<file path="config.mk">
export PLATFORM = sky130hd
export DESIGN_NAME = aluRotSkip
export DESIGN_NICKNAME = d
export VERILOG_FILES = /design/src/rtl/aluPkg.sv /design/src/rtl/aluCtrl.sv /design/src/rtl/aluAdder.sv /design/src/rtl/aluLogic.sv /design/src/rtl/aluRotator.sv /design/src/rtl/aluSkipEval.sv /design/src/rtl/aluDatapath.sv /design/src/rtl/aluRotSkip.sv
export SDC_FILE = /design/constraint.sdc
export NUM_CORES = 1
export LEC_CHECK = 0
export ABC_AREA = 1
export BUFFER_PORTS_ARGS = -buffer_cell sky130_fd_sc_hd__buf_2
export CAP_MARGIN = 15
export CORE_MARGIN = 4
export CORE_UTILIZATION = 40
export DETAILED_ROUTE_END_ITERATION = 10
export PLACE_DENSITY = 0.68
export SLEW_MARGIN = 20
export SYNTH_ARGS = -nofsm -noshare
export SYNTH_HDL_FRONTEND = slang
export SYNTH_SLANG_ARGS = --single-unit
</file>
<file path="constraint.sdc">
create_clock -name vclk -period 4.32
set_input_delay 0.432 -clock vclk [all_inputs]
set_output_delay 0.432 -clock vclk [all_outputs]
set_load 0.05 [all_outputs]
</file>
<file path="src/rtl/aluPkg.sv">
package aluPkg;

  typedef enum logic [2:0] {
    FN_ADD = 3'd0, FN_SUB = 3'd1, FN_INC = 3'd2, FN_DEC = 3'd3,
    FN_AND = 3'd4, FN_OR = 3'd5, FN_XOR = 3'd6, FN_RSV = 3'd7
  } funcE;

  typedef enum logic [1:0] {
    LG_AND = 2'd0, LG_OR = 2'd1, LG_XOR = 2'd2
  } logicOpE;

  typedef enum logic [1:0] {
    SK_NEVER = 2'd0, SK_NEG = 2'd1, SK_ZERO = 2'd2, SK_READY = 2'd3
  } skipE;

  // Strobes from control to datapath
  typedef struct packed {
    logic    xIsB;      // adder left input takes opB
    logic    yZero;     // adder right input starts from zero
    logic    yInvert;   // adder right input is inverted
    logic    carryIn;   // adder carry in
    logic    selLogic;  // result taken from the logic unit
    logicOpE logicOp;
    logic    zeroOut;   // force the function output to zero
    logic [1:0] rotSel;
    skipE    skipSel;
  } ctrlT;

endpackage

</file>
<file path="src/rtl/aluCtrl.sv">
module aluCtrl
  import aluPkg::*;
(
  input  logic [2:0] funcCode,
  input  logic [1:0] rotCode,
  input  logic [1:0] skipCode,
  output ctrlT       ctrl,
  output logic       reservedOp
);

  funcE fn;
  assign fn = funcE'(funcCode);

  always_comb begin
    ctrl          = '0;
    ctrl.rotSel   = rotCode;
    ctrl.skipSel  = skipE'(skipCode);
    ctrl.logicOp  = LG_AND;
    reservedOp    = 1'b0;
    unique case (fn)
      FN_ADD: ;
      FN_SUB: begin ctrl.yInvert = 1'b1; ctrl.carryIn = 1'b1; end
      FN_INC: begin ctrl.xIsB = 1'b1; ctrl.yZero = 1'b1; ctrl.carryIn = 1'b1; end
      FN_DEC: begin ctrl.xIsB = 1'b1; ctrl.yZero = 1'b1; ctrl.yInvert = 1'b1; end
      FN_AND: begin ctrl.selLogic = 1'b1; ctrl.logicOp = LG_AND; end
      FN_OR:  begin ctrl.selLogic = 1'b1; ctrl.logicOp = LG_OR;  end
      FN_XOR: begin ctrl.selLogic = 1'b1; ctrl.logicOp = LG_XOR; end
      FN_RSV: begin ctrl.zeroOut = 1'b1; reservedOp = 1'b1; end
      default: ;
    endcase
  end

  // increment/decrement must never route opA into the adder
  always_comb begin
    if (fn == FN_INC || fn == FN_DEC)
      a_r2_b_only: assert (ctrl.xIsB && ctrl.yZero)
        else $error("inc/dec must use opB only");
  end

endmodule

</file>
<file path="src/rtl/aluAdder.sv">
module aluAdder #(
  parameter int WIDTH = 32
) (
  input  logic [WIDTH-1:0] opA,
  input  logic [WIDTH-1:0] opB,
  input  logic             xIsB,
  input  logic             yZero,
  input  logic             yInvert,
  input  logic             carryIn,
  output logic [WIDTH-1:0] sum
);

  logic [WIDTH-1:0] xIn, yBase, yIn;

  always_comb begin
    xIn   = xIsB  ? opB : opA;
    yBase = yZero ? '0  : opB;
    yIn   = yInvert ? ~yBase : yBase;
    sum   = xIn + yIn + WIDTH'(carryIn);   // wraps modulo 2^WIDTH
  end

endmodule

</file>
<file path="src/rtl/aluLogic.sv">
module aluLogic
  import aluPkg::*;
#(
  parameter int WIDTH = 32
) (
  input  logic [WIDTH-1:0] opA,
  input  logic [WIDTH-1:0] opB,
  input  logicOpE          op,
  output logic [WIDTH-1:0] res
);

  always_comb begin
    unique case (op)
      LG_AND:  res = opA & opB;
      LG_OR:   res = opA | opB;
      LG_XOR:  res = opA ^ opB;
      default: res = opA & opB;
    endcase
  end

endmodule

</file>
<file path="src/rtl/aluRotator.sv">
module aluRotator #(
  parameter int WIDTH  = 32,
  parameter int AMT_1  = 1,
  parameter int AMT_2  = 8,
  parameter int AMT_3  = 16
) (
  input  logic [WIDTH-1:0] din,
  input  logic [1:0]       sel,
  output logic [WIDTH-1:0] dout
);

  localparam int NUM_AMT = 4;
  localparam int AMTS [NUM_AMT] = '{0, AMT_1, AMT_2, AMT_3};

  logic [WIDTH-1:0] cand [NUM_AMT];

  // One fixed-distance right rotation per selector value
  for (genvar g = 0; g < NUM_AMT; g++) begin : gRot
    if (AMTS[g] == 0) begin : gPass
      assign cand[g] = din;
    end else begin : gTurn
      assign cand[g] = {din[AMTS[g]-1:0], din[WIDTH-1:AMTS[g]]};
    end
  end

  assign dout = cand[sel];

  // rotation keeps the population count
  always_comb begin
    a_r5_bits_kept: assert ($countones(dout) == $countones(din))
      else $error("rotator lost bits");
  end

endmodule

</file>
<file path="src/rtl/aluSkipEval.sv">
module aluSkipEval
  import aluPkg::*;
#(
  parameter int WIDTH = 32
) (
  input  logic [WIDTH-1:0] value,
  input  skipE             sel,
  input  logic             inReady,
  output logic             skip
);

  always_comb begin
    unique case (sel)
      SK_NEVER: skip = 1'b0;
      SK_NEG:   skip = value[WIDTH-1];
      SK_ZERO:  skip = (value == '0);
      SK_READY: skip = inReady;
      default:  skip = 1'b0;
    endcase
  end

endmodule

</file>
<file path="src/rtl/aluDatapath.sv">
module aluDatapath
  import aluPkg::*;
#(
  parameter int WIDTH = 32,
  parameter int AMT_1 = 1,
  parameter int AMT_2 = 8,
  parameter int AMT_3 = 16
) (
  input  ctrlT             ctrl,
  input  logic [WIDTH-1:0] opA,
  input  logic [WIDTH-1:0] opB,
  input  logic             inReady,
  output logic [WIDTH-1:0] result,
  output logic             skip
);

  logic [WIDTH-1:0] sumOut, logicOut, funcOut;

  aluAdder #(.WIDTH(WIDTH)) uAdder (
    .opA(opA), .opB(opB),
    .xIsB(ctrl.xIsB), .yZero(ctrl.yZero),
    .yInvert(ctrl.yInvert), .carryIn(ctrl.carryIn),
    .sum(sumOut)
  );

  aluLogic #(.WIDTH(WIDTH)) uLogic (
    .opA(opA), .opB(opB), .op(ctrl.logicOp), .res(logicOut)
  );

  always_comb begin
    if (ctrl.zeroOut)       funcOut = '0;
    else if (ctrl.selLogic) funcOut = logicOut;
    else                    funcOut = sumOut;
  end

  aluRotator #(.WIDTH(WIDTH), .AMT_1(AMT_1), .AMT_2(AMT_2), .AMT_3(AMT_3)) uRot (
    .din(funcOut), .sel(ctrl.rotSel), .dout(result)
  );

  aluSkipEval #(.WIDTH(WIDTH)) uSkip (
    .value(result), .sel(ctrl.skipSel), .inReady(inReady), .skip(skip)
  );

  // the sign test reads the rotated word, not the pre-rotation one
  always_comb begin
    if (ctrl.skipSel == SK_NEG)
      a_r6_sign_after_rot: assert (skip == result[WIDTH-1])
        else $error("negative test not on rotated value");
  end

endmodule

</file>
<file path="src/rtl/aluRotSkip.sv">
module aluRotSkip
  import aluPkg::*;
(
  input  logic [2:0]  funcCode,
  input  logic [1:0]  rotCode,
  input  logic [1:0]  skipCode,
  input  logic [31:0] opA,
  input  logic [31:0] opB,
  input  logic        inReady,
  output logic [31:0] result,
  output logic        skip,
  output logic        reserved
);

  localparam int WIDTH = 32;

  ctrlT ctrl;

  aluCtrl uCtrl (
    .funcCode(funcCode), .rotCode(rotCode), .skipCode(skipCode),
    .ctrl(ctrl), .reservedOp(reserved)
  );

  aluDatapath #(.WIDTH(WIDTH)) uDp (
    .ctrl(ctrl), .opA(opA), .opB(opB), .inReady(inReady),
    .result(result), .skip(skip)
  );

  always_comb begin
    // reserved code yields a zero word
    if (reserved)
      a_r4_reserved_zero: assert (result == '0)
        else $error("reserved code gave nonzero result");
    // never-skip selector
    if (skipCode == 2'd0)
      a_r6_never_skip: assert (!skip)
        else $error("skip under never code");
    // zero test
    if (skipCode == 2'd2)
      a_r6_zero_skip: assert (skip == (result == '0))
        else $error("zero test mismatch");
    // unrotated AND
    if (funcCode == 3'd4 && rotCode == 2'd0)
      a_r3_and_pass: assert (result == (opA & opB))
        else $error("and mismatch");
  end

endmodule

</file>
==> results.json <==
{
  "critPathBufInv": 6,
  "layout-drive-gt1-share_pct": 28.68,
  "final-hold-violation-count": 0,
  "tightest_slew_ns": 0.7363,
  "ir_drop_uv": 175.4,
  "die_area_um2": 18360,
  "grt_max_degree": 41,
  "worstPathArrival_ns": 3.78,
  "min-delay-path-class": "input pin to output pin",
  "start_kind": "input pin",
  "syn_inst": 1305,
  "die_h_um": 135.5,
  "place_ws_ns": -0.1836,
  "io_buffers": 106,
  "antenna_found_initial": 0,
  "drv_slew": 0,
  "n_sequential_cell": 0,
  "hold_depth": 4,
  "crit_path_end_kind": "output pin",
  "synth_compound_area_share_pct": 12.60,
  "max_slew_margin_pct": 50.92,
  "vias": 9095,
  "fin_crit_ns": 4.212,
  "fmax_mhz": 237.4,
  "met2_usage_pct": 47.23,
  "antenna_cells": 0,
  "fin_ws_ns": 0.1080,
  "whs_endpoint": "skip",
  "crit_path_frequent_cell": "nand2_1",
  "grt.busiest_layer": "met2",
  "gr-usage-met3_pct": 3.009,
  "muxShareOfSynthArea_pct": 0,
  "syn_to_final_growth_pct": 42.74,
  "synthDistinctLibCells": 32,
  "final.period_utilization_pct": 97.50,
  "drc": 0,
  "required_ns": 3.89,
  "track_usage_pct": 28.06,
  "synth_fa_ha_area_share_pct": 19.28,
  "cpPeakStageDelay_ns": 0.35,
  "cts_hold_buffers": 0,
  "die_w_um": 135.5,
  "vias_per_cell": 5.218,
  "cpLargestDelayFamily": "simple AND/OR/NAND/NOR gates",
  "ant_nets": 0,
  "leakagePower_uw": 0.005511,
  "coreArea_um2": 15890,
  "grt_pass1_wl_um": 41430,
  "crit_path_start": "funcCode[2]",
  "max_cap_viol_count": 0,
  "wirelength_um": 28700,
  "path_max_fanout": 5,
  "synth_top_family_by_area": "simple AND/OR/NAND/NOR gates",
  "placed_cells": 1716,
  "wl_per_cell_um": 16.47,
  "status": "completed",
  "met1_usage_pct": 36.14,
  "gr-total-overflow": 0,
  "rsz0062_at_grt": "yes",
  "synth_nets": 1476,
  "first_pass_iters": 5,
  "setup_viol": 0,
  "path_class": "input pin to output pin",
  "row_count": 46,
  "powerDensity_nw_per_um2": 251.1,
  "final_nets": 1700,
  "synth-seq-area-share_pct": 0,
  "synth_area_per_cell_um2": 4.983,
  "dp_hpwl_um": 21200,
  "synth.cell_area_um2": 6502,
  "synth_xor_area_share_pct": 4.175,
  "slowest_stage": "ha_1",
  "regArea_um2": 0,
  "synth-simple-area-share_pct": 45.28,
  "drt_iter0_markers": 851,
  "yosysWarnings": 0,
  "grt_pass1_vias": 8400,
  "stdcell_count": 1743,
  "initial_utilization_pct": 40.93,
  "pin_count": 106,
  "place.gp.congestion": 0.9805,
  "clock_buffers": 0,
  "hold_path.startpoint": "inReady"
}
[what timing repair did]
item / 4_1_cts / 5_1_grt
pin swaps: 3 / 40
buffers inserted: 2 / 17
endpoints found under the setup margin: 1 / 17
gates resized for setup: 20 / 168
gates cloned: 3 / 5
[synthesized netlist by cell type, drive strengths merged]
master,instances,share of area [%]
o21ai,74,5.8
nor2,87,5.1
nand3,163,13
clkbuf,23,1.3
or2,3,0.29
and2,2,0.19
nor3,4,0.31
o211ai,2,0.23
o21a,2,0.23
a31oi,4,0.38
a21o,1,0.12
inv,262,15
nand4,19,1.9
buf,25,2.2
nand3b,1,0.12
nand2,427,25
clkinv,1,0.058
fa,2,0.62
a21oi,75,5.9
xor2,31,4.2
ha,97,19
[layout by cell type, fill, tap and decap left out, drive strengths merged, types with 3 or more instances in the layout]
| cell type | instances |
|---|---|
| xor2 | 31 |
| inv | 262 |
| buf | 265 |
| nand3 | 163 |
| o21ai | 74 |
| a31oi | 4 |
| nand4 | 19 |
| nand2 | 427 |
| clkbuf | 5 |
| nor3 | 4 |
| a21oi | 75 |
| ha | 97 |
| or2 | 3 |
| nor2 | 87 |
[worst max-delay path by stage]
stage           end  slack (ns)  depth (start not counted)
6_report       skip        0.11                         29
5_1_grt        skip       -0.08                         26
3_3_place_gp   skip       -0.15                         28
4_1_cts        skip        0.04                         28
3_5_place_dp   skip       -0.18                         24
2_1_floorplan  skip        0.07                         24
[through the flow]
stage | power (µW) | TNS [ns] | cell area, µm² | utilization (%) | hold WS [ns]
2_1_floorplan | 1238 | 0 | 6521 | - | 1.136
4_1_cts | 2050 | 0 | 8401 | 52.88 | 1.260
3_3_place_gp | 1986 | -0.1483 | 8215 | 51.72 | 1.340
5_1_grt | 2527 | -0.1397 | 9281 | 58.43 | 1.276
3_5_place_dp | 2000 | -0.1836 | 8215 | 51.72 | 1.331
6_report | 2330 | 0 | 9281 | 58.43 | 1.255
[final cells by class]
| class | count | area [µm²] |
|---|---|---|
| fillers | 1611 | 6604 |
| multi-input cells | 994 | 5969 |
| repair buffers | 270 | 2052 |
| inverters | 263 | 989.7 |
| well taps | 216 | 270.3 |
[per-layer routing]
| layer | vias up | share of wire, % | wire (µm) |
|---|---|---|---|
| li1 | 4512 | - | - |
| met1 | 4080 | 40 | 11610 |
| met2 | 418 | 47 | 13350 |
| met3 | 85 | 8.0 | 2298 |
| met4 | 0 | 5.0 | 1444 |
| met5 | - | 0 | 0 |
[cells by family after synthesis]
group	Yosys count
xor gates and xnor gates	31
and+or+nand+nor	706
buffers and inverters	311
adders and majority gates	99
AOI/OAI and AO/OA	158
[power by group]
group / switching, µW / internal, µW / total (µW)
Sequential: 0 / 0 / 0
Clock: 0 / 0 / 0
Combinational: 1450 / 880 / 2330
Total: 1450 / 880 / 2330
No activity file was read; power rests on OpenSTA's default activity.
